**src/rtl/xmem_addr_gen.sv**
```systemverilog
module xmem_addr_gen (
  input  logic        clk,
  input  logic        rst_n,
  input  logic        op_valid,
  input  logic [1:0]  op,
  input  logic        wr,
  input  logic [7:0]  acc,
  input  logic [7:0]  ptr8,
  input  logic [7:0]  page,
  input  logic [15:0] dptr,
  input  logic [15:0] pc,
  output logic        busy,
  output logic        bus_req,
  input  logic        bus_ack,
  output logic [15:0] bus_addr,
  output logic        bus_code,
  output logic        bus_rd,
  output logic        bus_wr,
  output logic [7:0]  bus_wdata,
  input  logic [7:0]  bus_rdata,
  output logic        acc_we,
  output logic [7:0]  acc_wdata
);

  typedef enum logic [1:0] {S_IDLE, S_REQ, S_DONE} state_t;

  state_t      state;
  logic [15:0] addr_q;
  logic        code_q;
  logic        wr_q;
  logic [7:0]  wdata_q;
  logic        acc_we_q;
  logic [7:0]  acc_q;
  logic [15:0] next_addr;
  logic        is_code;
  logic        accept;

  assign is_code = op[1];
  assign accept  = op_valid && !(is_code && wr);

  always_comb begin
    case (op)
      2'b00:   next_addr = {page, ptr8};
      2'b01:   next_addr = dptr;
      2'b10:   next_addr = dptr + {8'h00, acc};
      default: next_addr = pc + {8'h00, acc};
    endcase
  end

  always_ff @(posedge clk) begin
    if (!rst_n) begin
      state    <= S_IDLE;
      addr_q   <= '0;
      code_q   <= 1'b0;
      wr_q     <= 1'b0;
      wdata_q  <= '0;
      acc_we_q <= 1'b0;
      acc_q    <= '0;
    end else begin
      case (state)
        S_IDLE: begin
          acc_we_q <= 1'b0;
          if (accept) begin
            state   <= S_REQ;
            addr_q  <= next_addr;
            code_q  <= is_code;
            wr_q    <= wr && !is_code;
            wdata_q <= acc;
          end
        end
        S_REQ: begin
          if (bus_ack) begin
            state    <= S_DONE;
            acc_we_q <= !wr_q;
            if (!wr_q) acc_q <= bus_rdata;
          end
        end
        default: begin
          state    <= S_IDLE;
          acc_we_q <= 1'b0;
        end
      endcase
    end
  end

  assign busy      = (state != S_IDLE);
  assign bus_req   = (state == S_REQ);
  assign bus_addr  = addr_q;
  assign bus_code  = code_q;
  assign bus_rd    = bus_req && !wr_q;
  assign bus_wr    = bus_req && wr_q;
  assign bus_wdata = wdata_q;
  assign acc_we    = acc_we_q;
  assign acc_wdata = acc_q;

  a_r10_strobes_exclusive: assert property (@(posedge clk) disable iff (!rst_n)
    !(bus_rd && bus_wr) && !(bus_code && bus_wr));

  a_r6_code_write_refused: assert property (@(posedge clk) disable iff (!rst_n)
    (op_valid && !busy && op[1] && wr) |=> !busy);

  a_r8_request_held: assert property (@(posedge clk) disable iff (!rst_n)
    (bus_req && !bus_ack) |=> (bus_req && $stable(bus_addr) && $stable(bus_code)
                               && $stable(bus_wr) && $stable(bus_wdata)));

  a_r9_update_after_read_ack: assert property (@(posedge clk) disable iff (!rst_n)
    (bus_rd && bus_ack) |=> (acc_we && acc_wdata == $past(bus_rdata)));

  a_r9_update_single_cycle: assert property (@(posedge clk) disable iff (!rst_n)
    acc_we |=> !acc_we);

  a_r7_no_update_after_write: assert property (@(posedge clk) disable iff (!rst_n)
    (bus_wr && bus_ack) |=> !acc_we);

endmodule

```
**config.mk**
```make
export PLATFORM = sky130hd
export DESIGN_NAME = xmem_addr_gen
export DESIGN_NICKNAME = d
export VERILOG_FILES = /design/src/rtl/xmem_addr_gen.sv
export SDC_FILE = /design/constraint.sdc
export NUM_CORES = 1
export LEC_CHECK = 0
export ABC_AREA = 1
export BUFFER_PORTS_ARGS = -buffer_cell sky130_fd_sc_hd__buf_2
export CAP_MARGIN = 20
export CORE_UTILIZATION = 35
export DETAILED_ROUTE_END_ITERATION = 10
export HOLD_SLACK_MARGIN = 0.1
export MAX_ROUTING_LAYER = met4
export SYNTH_ARGS = -nofsm -noshare
export SYNTH_HDL_FRONTEND = slang
export SYNTH_SLANG_ARGS = --single-unit
```
**constraint.sdc**
```tcl
create_clock -name clk -period 7.3 [get_ports clk]
set_clock_uncertainty 0.1 [all_clocks]
set_input_delay 0.73 -clock clk [delete_from_list [all_inputs] [get_ports clk]]
set_output_delay 0.73 -clock clk [all_outputs]
set_load 0.005 [all_outputs]
```
---- Yosys cells after proc, flatten, opt, wreduce, memory -nomap -nowiden ----
Index checks and enable logic that the tools add are counted.
Widths: inputs -> output; s select.
operators by class
  add/subtract/negate cells ............... 2
  eq/ne operators ......................... 5
  multiplexer cells ....................... 4
  bitwise operators ....................... 1
  reduce and logical (&&, ||, !) cells .... 15
operators by type and width
  cell                number
  $pmux 16 s3         1
  $add 16x8->16       2
  $reduce_and 2->1    3
  $logic_and 1x1->1   5
  $eq 2x1->1 const B  2
  $logic_not 2->1     2
  $mux 2              2
  $pmux 2 s2          1
  $logic_not 1->1     3
  $reduce_and 3->1    1
  $eq 2x2->1 const B  1
  $ne 2x1->1 const B  1
  $ne 2x2->1 const B  1
  $reduce_bool 2->1   1
  $not 1->1           1
storage, ports and cells
  register bits ........................... 37
  bits of input ports ..................... 71
  word-level logic and storage cells ...... 34

---- Logic depth before layout (Yosys ltp) ----
Gate-level depths: netlist of run 1.
  depth in word-level cells ............... 5
  gate-level depth with buffers ........... 18

---- Worst setup path after synthesis of run 1 ----
Ideal clock, no wire load.
  path kind ............................... input -> register
  start ................................... input op[1]
  end ..................................... register addr_q[3] (netlist: bus_addr[3])
  setup time .............................. 0.141 ns
  data arrival time ....................... 2.701 ns
  data required time ...................... 7.059 ns
  slack ................................... 4.358 ns
  cell stages on the path ................. 12
  buffers on the path ..................... 3
  path through ............................ buf_2 -> nand2_2 -> buf_4 -> clkbuf_1 -> mux2_2 -> ha_1 -> inv_1 -> nand2_1 -> and2_1 -> or2_2 -> nand3_1 -> a41oi_1
between the ends
  longest elaborated chain between the ends .. 4
RTL lines
  what                                                 RTL line  source
  from (decl)                                          5         input logic [1:0] op,
  branches (longest 4 deep; another with $pmux 16 s3)  -
  to (signal assigned)                                 65        addr_q <= next_addr;
  to (decl)                                            28        logic [15:0] addr_q;
Parallel ways; which one is timed is not known.
A chain may end at the register's enable or synchronous reset.

---- Worst setup path after layout of run 1 ----
  start ................................... input op[1]
  end ..................................... register addr_q[14] (netlist: bus_addr[14])
Same word-level chain as after synthesis.

==> out/qor.txt, run 1 <==
Post-CTS Resized: 0
Placed cell area: 2953 sq um
Area of the die: 7093 sq um
Power Density: 172.6 nW/um^2
Seq/Total Area, Yosys: 0.3131
Drt pass-1 iters: 7
Setup WS pre-CTS: 3.971 ns
Post-layout minimum cycle time: 3.016 ns
Commonest cells post-synth: 100 x nand2_1, 48 x nor2_1, 41 x nand3_1
Mean Syn Cell Area: 6.276 sq um
Buffers on Ports: 108
Vias/cell: 4.986
Library cells used by synthesis: 29
Crit Path Category: in2reg
Final Max Slew Viols: 0
FFs w/ async S/R, synth: 0
DR iter-0 viols: 135
DR WL/cell: 13.62 um
Die H: 84.22 um
DP Cell Count: 550
Max Root-Sink Buffers: 2
DRT antenna net count: 0
Post-synth EDFFs: 0
Final worst-path cycle share: 0.4132
Status: finished, violations left
Initial antenna violation count: 0
Crit path arrival time: 3.08 ns
Area taken by multi-input logic gates: 1421 sq um
Min-Delay Path Class: reg2reg
TritonCTS Buffers: 5
Post-detailed-routing wire length: 7600 um
Worst path buffer plus inverter count: 3
Pin count of the biggest net entering global routing: 37
Peak supply drop: 0.09182 mV
Synth Cell Area: 2366 sq um
CTS Root Buffer Type: clkbuf_8
Yosys top cell area share: 0.3131
Setup Viol. Count Final: 0
Share of cells above drive strength 1: 0.2661
RSZ-0062 raised after global routing: no
Fin nets: 561
WP data required: 7.37 ns
Largest area contributor in the netlist: dfxtp_1
Die X-Extent: 84.22 um
Final Power: 0.5247 mW
Hold Vio Cnt, Final: 0
Fill cell count: 718
Crit start category: input pin
Starting Density: 0.3684
GRT Total Usage: 0.2221
Register area: 740.7 sq um
Drc violations: 18
CTS tree: done
Synth Net Count: 458
Post-DP HPWL: 6028 um
Setup crit end kind: flip-flop
Ys flop type: dfxtp_1
Synth Warn #: 0
Critical path peak fanout: 22
Fin area: 3039 sq um
Quantity of hold-fixing buffers added after cts: 0
Synth Register Bits: 37
Global-route wire length before repair: 12230 um
Top cells by area, synth: dfxtp_1 31%, nand2_1 16%, nand3_1 8.7%
Congestion Overflow GR: 0
Fin util: 0.4732
Fin Hold WS: 0.3766 ns
Via Count: 2782
Slew margin rel.: 0.5360
# rows: 29
Clock sinks: 37
Count leader, synth: nand2_1
Total setup buffers inserted after CTS: 0
Fmax: 331.5 MHz
Worst-Margin Slew: 0.6935 ns
Reg clk slew, reported paths: 0.08 ns
Max-Cap Viols: 0
I/O Pins: 109
Failing checks: DRC
CP max stage delay: 0.39 ns
Leak Pwr: 1.587 nW
CP delay by family, top: simple AND/OR/NAND/NOR gates
Ant diodes: 0
H-tree levels: 2
Vias in the first global route: 2547
Post-Synthesis Cells: 377
Worst-Skew Late Latency: 0.28 ns
CP Cell Sequence: buf_2 > nand2_2 > mux2_2 > ha_1 > inv_1 > fa_1 > inv_1 > nand3_1 > nand3_1 > nand2_1 > nand2_1 > nand2_1 > nand2_1 > nand3_1 > nand3_1 > a21oi_1
Slowest CP cell: fa_1
Final Worst Setup Slack: 4.284 ns
TNS Setup: 0 ns
Area grow syn2layout: 28.45%
GPL Wtd Cong: 0.8771
Core area: 6422 sq um
Final instance count without filler cells: 558
## worst paths after layout
| kind | from | endpoint | depth (start not counted) | slack (ns) |
|---|---|---|---|---|
| max | op[1] | bus_addr[14] | 16 | 4.28 |
| min | bus_code | bus_code | 2 | 0.38 |
| max reg2reg | state[1] | bus_addr[9] | 6 | 5.37 |
| min reg2reg | bus_code | bus_code | 2 | 0.38 |
## kinds of logic (layout without fill, tap and decap cells)
family,count (synthesis),in the layout,share of synthesized area
AO/OA/AOI/OAI,72,72,0.1676
multiplexers,4,4,0.01904
adder cells (fa/ha/maj),10,10,0.05606
flip-flops,37,37,0.3131
buffers and inverters,52,156,0.08620
XOR/XNOR,2,2,0.007405
AND/OR/NAND/NOR,200,200,0.3506
## metal layers
metal | up-vias | part of all wire | track usage
met4 | 0 | 0.016 | 0.06270
met3 | 10 | 0.064 | 0.03147
li1 | 1440 | - | -
met2 | 102 | 0.46 | 0.3607
met5 | - | 0 | -
met1 | 1230 | 0.46 | 0.2880
## area by class of cell
| cell class | instances | share of cell area |
|---|---|---|
| multi-input cells | 288 | 0.4677 |
| clock inverters | 3 | 0.005764 |
| clock buffers | 5 | 0.02264 |
| well taps | 77 | 0.03170 |
| inverters | 39 | 0.04817 |
| repair buffers | 109 | 0.1803 |
| flip-flops and latches | 37 | 0.2437 |
## sequential cells by signal (all words and copies together) (netlist names)
| signal | flops |
|---|---|
| bus_addr | 16 |
| acc_wdata | 8 |
| bus_wdata | 8 |
| state | 2 |
| acc_we | 1 |
| bus_code | 1 |
| wr_q | 1 |
## power by group
part           total (mW)  switching [mW]  leakage (nW)  internal (mW)
Sequential          0.226         0.00774         0.304          0.218
Combinational       0.156          0.0926          1.24         0.0631
Clock               0.143          0.0769        0.0439         0.0659
Total               0.525           0.177          1.59          0.347
## worst reg2reg max path: cells and delay by family (launching register included)
kind / cells / cell delay (ns)
buf+inv: 1 / 0.21
compound gates: 1 / 0.20
simple gates: 4 / 1.03
flops: 1 / 0.31
## cells in the final DEF, fill, tap and decap left out, types with 3 or more instances in the layout
cell type  netlist  routed
nand3_1         41      41
ha_1             9       9
inv_1           37      37
nand4_1          3       3
clkbuf_8         0       5
a221oi_1         3       3
nor2_1          48      48
o21ai_0         40      40
dfxtp_1         37      37
a41oi_1          3       3
mux2_2           4       4
a21oi_1         20      20
nand2_1        100     100
buf_2            4     108
Power figures use the tool's default switching activity.
==> inputs of run 2 (changes only) <==
PLACE_DENSITY = 0.65   (was not set)
clock period = 2.6 ns   (was 7.3 ns; I/O delays follow)
==> out/qor.txt, run 2 (synthesized netlist as in run 1, its figures left out) <==
Final worst-path cycle share: 0.8639
Cell depth of the worst flop-to-flop path: 6 (unchanged)
Crit path arrival time: 2.30 ns (-0.78 ns)
I/O Pins: 109 (unchanged)
Crit Path Category: in2reg
WP data required: 2.66 ns (-4.71 ns)
Critical path peak fanout: 9 (-59%)
Buffers on Ports: 108 (unchanged)
GPL Wtd Cong: 0.9500 (+8.3%)
Die X-Extent: 84.22 um (unchanged)
Post-layout minimum cycle time: 2.246 ns
Congestion Overflow GR: 0 (unchanged)
Drc violations: 14 (-4)
HP Start: bus_rdata[4]
WHS Endpoint: acc_wdata[4]
DR WL/cell: 13.60 um (-0.11%)
# rows: 29 (unchanged)
Setup Viol. Count Final: 0 (unchanged)
Hold Vio Cnt, Final: 0 (unchanged)
Die H: 84.22 um (unchanged)
Starting Density: 0.3684 (unchanged)
Reg clk slew, reported paths: 0.08 ns (about the same)
DP Cell Count: 556 (+1.1%)
Area of the die: 7093 sq um (unchanged)
Setup crit end kind: flip-flop
Leak Pwr: 1.616 nW (+1.8%)
Max-Cap Viols: 0 (unchanged)
Worst-Skew Late Latency: 0.28 ns (about the same)
DR iter-0 viols: 220 (+63%)
DRT antenna net count: 0 (unchanged)
Post-DP HPWL: 6124 um (+1.6%)
Max Root-Sink Buffers: 2 (unchanged)
Pin count of the biggest net entering global routing: 37 (unchanged)
Global-route wire length before repair: 12380 um (+1.2%)
CTS tree: done
Clock sinks: 37 (unchanged)
RSZ-0062 raised after global routing: no
TNS Setup: 0 ns (unchanged)
Area grow syn2layout: 30.35%
TritonCTS Buffers: 5 (unchanged)
GRT Total Usage: 0.2255 (+0.003433)
Final Power: 1.479 mW (+180%)
Quantity of hold-fixing buffers added after cts: 0 (unchanged)
Power Density: 479.4 nW/um^2 (+180%)
R2r setup slk: 0.99 ns (-4.38 ns)
Initial antenna violation count: 0 (unchanged)
Total setup buffers inserted after CTS: 0 (unchanged)
Fill cell count: 693 (-3.5%)
Core area: 6422 sq um (unchanged)
Reg2Reg Launch Point: state[1]
Crit start category: input pin
Post-CTS Resized: 0 (unchanged)
Drt pass-1 iters: 8 (+1)
Fin nets: 567 (+1.1%)
R2r endpoint: bus_addr[14]
Slew margin rel.: 0.6380 (+0.1020)
Fin area: 3084 sq um (+1.5%)
Vias in the first global route: 2589 (+1.6%)
Min-Delay Path Class: in2reg
Fmax: 445.2 MHz
Worst-Margin Slew: 0.5423 ns (-0.1512 ns)
Final instance count without filler cells: 564 (+1.1%)
Via Count: 2851 (+2.5%)
Largest register FFs: 16 (unchanged)
Status: finished, violations left
Ant diodes: 0 (unchanged)
Share of cells above drive strength 1: 0.2752 (+0.009042)
Failing checks: DRC
Placed cell area: 2998 sq um (+1.5%)
CTS Root Buffer Type: clkbuf_8
Most common cell after layout, fill and taps aside: buf_2
Hold path cells: 3 (+1)
Post-detailed-routing wire length: 7673 um (+0.96%)
Peak supply drop: 0.1986 mV (+120%)
H-tree levels: 2 (unchanged)
Final Max Slew Viols: 0 (unchanged)
Vias/cell: 5.055 (+1.4%)
Most frequent cells in the layout: 108 x buf_2, 100 x nand2_1, 48 x nor2_1
-- run 2: worst max path at each step --
stage | start | endpoint | slack [ns] | depth (start not counted)
after floorplan | op[1] | bus_addr[3] | 0.13 | 12
after global placement | op[0] | bus_addr[14] | 0.14 | 17
after detailed placement | op[0] | bus_addr[14] | 0.08 | 17
after CTS | op[0] | bus_addr[14] | 0.38 | 17
after global routing | op[0] | bus_addr[14] | 0.17 | 17
final | op[0] | bus_addr[14] | 0.35 | 17
-- run 2: layer usage --
metal	vias up	track usage	share of wire
met5	-	-	0
met4	0	0.04389	0.0091
met3	6	0.03638	0.057
met2	99	0.3703	0.47
met1	1286	0.2940	0.46
li1	1460	-	-
-- run 2: worst max-delay path, cell delays in order --
cell and delay, ns:
buf_2 0.12, inv_2 0.13, nand2_2 0.15, mux2_2 0.26, ha_1 0.15, inv_1 0.05
fa_1 0.39, inv_1 0.07, nand3_1 0.06, nand3_1 0.13, nand2_1 0.07, nand2_1 0.11
nand2_1 0.09, nand2_1 0.08, nand3_1 0.06, nand3_1 0.07, a21oi_1 0.06
-- run 2: power breakdown --
group	switching, mW	internal, mW	leakage (nW)	total, mW
sequential	0.0236	0.613	0.304	0.637
clock	0.210	0.185	0.0439	0.395
combinational	0.263	0.184	1.27	0.447
-- run 2: final cells by class --
class | count | area [sq um] | share of cell area
clock inverter | 3 | 17.52 | 0.005680
sequential | 37 | 740.7 | 0.2402
timing repair buffer | 115 | 593.1 | 0.1923
multi-input combinational | 288 | 1421 | 0.4609
inverter | 39 | 146.4 | 0.04746
tap | 77 | 96.34 | 0.03124
clock buffer | 5 | 68.82 | 0.02231
-- run 2: per-stage QoR --
stage / utilization / hold WS, ns / setup slack, ns
2_1_floorplan: - / 0.2834 / 0.1278
6_report: 0.4802 / 0.1300 / 0.3538
4_1_cts: 0.4802 / 0.1302 / 0.3778
3_5_place_dp: 0.4668 / 0.3659 / 0.07689
3_3_place_gp: 0.4668 / 0.3564 / 0.1359
5_1_grt: 0.4802 / 0.1335 / 0.1712
==> inputs of run 3 (changes only) <==
ABC_AREA = not set   (was 1)
PLACE_DENSITY = not set   (was 0.65)
PLACE_DENSITY_LB_ADDON = 0.25   (was not set)
==> out/qor.txt, run 3 <==
Synth Net Count: 369 (-19%)
I/O Pins: 109 (unchanged)
Post-DP HPWL: 5455 um (-11%)
Most common cell after layout, fill and taps aside: buf_2
Mean Syn Cell Area: 8.641 sq um (+38%)
Post-layout minimum cycle time: 2.355 ns (+0.1092 ns)
Ys flop type: dfxtp_1
Status: completed
CP delay by family, top: compound AO/OA/AOI/OAI gates
Initial antenna violation count: 0 (unchanged)
Seq/Total Area, Yosys: 0.2976 (-0.01542)
Worst path buffer plus inverter count: 2 (-2)
Reg2Reg Launch Point: state[1]
Library cells used by synthesis: 55 (+90%)
CP Cell Sequence: buf_2 > nand2b_4 > mux2_1 > ha_2 > inv_1 > fa_2 > nor2b_1 > o21ai_1 > a21oi_2 > o22ai_2 > xnor2_1 > a2111oi_1
Core area: 6832 sq um (+6.4%)
Fin Hold WS: 0.1035 ns (-0.02648 ns)
TritonCTS Buffers: 5 (unchanged)
Synth Register Bits: 37 (unchanged)
Synth Cell Area: 2489 sq um (+5.2%)
H-tree levels: 2 (unchanged)
GRT Total Usage: 0.2049 (-0.02066)
Final Worst Setup Slack: 0.2447 ns (-0.1092 ns)
Slew margin rel.: 0.6810 (+0.04305)
Largest area contributor in the netlist: dfxtp_1
Area taken by multi-input logic gates: 1708 sq um (+20%)
CTS tree: done
# rows: 30 (+3.4%)
Buffers on Ports: 108 (unchanged)
Synth Warn #: 0 (unchanged)
WHS Endpoint: acc_wdata[6]
CP max stage delay: 0.35 ns (-0.04 ns)
Via Count: 2469 (-13%)
Min-Delay Path Class: in2reg
Slowest CP cell: fa_2
R2r setup slk: 0.93 ns (-0.06 ns)
Die H: 86.33 um (+2.5%)
HP Start: bus_rdata[6]
Cell depth of the worst flop-to-flop path: 5 (-1)
Top cells by area, synth: dfxtp_1 30%, mux2i_1 11%, a21oi_1 5.4%
Crit path arrival time: 2.43 ns (+0.13 ns)
Register area: 740.7 sq um (unchanged)
Peak supply drop: 0.2185 mV (+10%)
Most frequent cells in the layout: 108 x buf_2, 37 x dfxtp_1, 30 x nand2_1
Crit Path Category: in2reg
R2r endpoint: bus_addr[10]
Global-route wire length before repair: 11600 um (-6.3%)
Hold path cells: 3 (unchanged)
Max Root-Sink Buffers: 2 (unchanged)
DR WL/cell: 13.96 um (+2.6%)
Area of the die: 7452 sq um (+5.1%)
Commonest cells post-synth: 37 x dfxtp_1, 30 x nand2_1, 27 x a21oi_1, 27 x mux2i_1, 20 x nor2_1
Power Density: 484.1 nW/um^2 (+0.99%)
CTS Root Buffer Type: clkbuf_8
Final worst-path cycle share: 0.9059 (+0.04199)
Vias in the first global route: 2423 (-6.4%)
Die X-Extent: 86.33 um (+2.5%)
FFs w/ async S/R, synth: 0 (unchanged)
Congestion Overflow GR: 0 (unchanged)
Reg clk slew, reported paths: 0.07 ns (about the same)
Final Max Slew Viols: 0 (unchanged)
Largest register FFs: 16 (unchanged)
WP data required: 2.68 ns (+0.02 ns)
GPL Wtd Cong: 0.8641 (-9.0%)
Area grow syn2layout: 37.36%
Starting Density: 0.3643 (-0.004115)
DRT antenna net count: 0 (unchanged)
Max-Cap Viols: 0 (unchanged)
Setup crit end kind: flip-flop
DR iter-0 viols: 99 (-55%)
Setup Viol. Count Final: 0 (unchanged)
Worst-Skew Late Latency: 0.29 ns (about the same)
Share of cells above drive strength 1: 0.4025 (+0.1273)
Clock sinks: 37 (unchanged)
Critical path peak fanout: 9 (unchanged)
Drt pass-1 iters: 4 (-4)
Final Power: 1.655 mW (+12%)
Fill cell count: 720 (+3.9%)
Yosys top cell area share: 0.2976 (-0.01542)
Drc violations: 0 (-14)
Post-Synthesis Cells: 288 (-24%)
Pin count of the biggest net entering global routing: 26 (-30%)
Count leader, synth: dfxtp_1
Crit start category: input pin
Vias/cell: 4.928 (-2.5%)
Post-detailed-routing wire length: 6993 um (-8.9%)
Worst-Margin Slew: 0.4785 ns (-0.06378 ns)
Ant diodes: 0 (unchanged)
Fin nets: 485 (-14%)
Fmax: 424.6 MHz (-4.6%)
Hold Vio Cnt, Final: 0 (unchanged)
Setup WS pre-CTS: -0.06919 ns (-0.1461 ns)
Post-synth EDFFs: 0 (unchanged)
Leak Pwr: 1.596 nW (-1.2%)
RSZ-0062 raised after global routing: no
run 3: cell types whose count changed after synthesis, moves of 7 or more:
cell     delta
a21oi_1     +7
inv_1      -30
mux2i_1    +27
nand2_1    -70
nand3_1    -37
nor2_1     -28
nor2b_1     +9
nor3_1     +10
o21ai_0    -34
run 3: logic make-up after synthesis:
logic type,share of synthesized area
compound gates,0.2061
xor+xnor,0.03871
flops,0.2976
fa+ha+maj,0.05329
mux,0.1629
buf+inv,0.05581
simple gates,0.1855
run 3: per-layer routing:
metal  track usage  up-vias  routed length (um)
li1              -     1259                   -
met1        0.2568     1129                3243
met2        0.3391       73                3299
met3       0.03714        8                 357
met4       0.05606        0                  91
met5             -        -                   0
run 3: worst reg2reg max path: cells and delay by family (launching register included):
| kind | cells | cell delay [ns] |
|---|---|---|
| simple gates | 3 | 0.39 |
| compound gates | 2 | 0.76 |
| flops | 1 | 0.31 |
run 3: worst max path at each step:
stage | from | endpoint | slack, ns | depth (start not counted)
6_report | op[0] | bus_addr[10] | 0.24 | 12
4_1_cts | op[0] | bus_addr[10] | 0.22 | 12
3_3_place_gp | op[0] | bus_addr[10] | 0.02 | 12
5_1_grt | op[0] | bus_addr[10] | 0.08 | 12
2_1_floorplan | op[1] | bus_addr[15] | -0.1 | 13
3_5_place_dp | op[0] | bus_addr[10] | -0.07 | 12
run 3: timing repair:
item	4_1_cts	5_1_grt
hold buffers	2	0
hold endpoints to repair	2	0
buffers inserted	0	0
gates resized for setup	0	0
run 3: cell type report:
cell class | instances | share of cell area
multi-input cells | 223 | 0.4996
well taps | 96 | 0.03514
clock buffers | 6 | 0.02416
repair buffers | 128 | 0.2035
clock inverters | 2 | 0.01098
flip-flops and latches | 37 | 0.2167
inverters | 9 | 0.009883
run 3: power breakdown:
group,internal (mW),switching [mW]
clock network,0.312,0.219
logic,0.247,0.258
registers,0.601,0.0175
total,1.16,0.494
run 3: metrics by stage:
step	setup TNS [ns]	cells	utilization	instance area, sq um
2_1_floorplan	-0.2969	288	-	2605
3_3_place_gp	0	491	0.4799	3278
3_5_place_dp	-0.06919	491	0.4799	3278
4_1_cts	0	501	0.5004	3418
5_1_grt	0	501	0.5004	3418
6_report	0	501	0.5004	3418
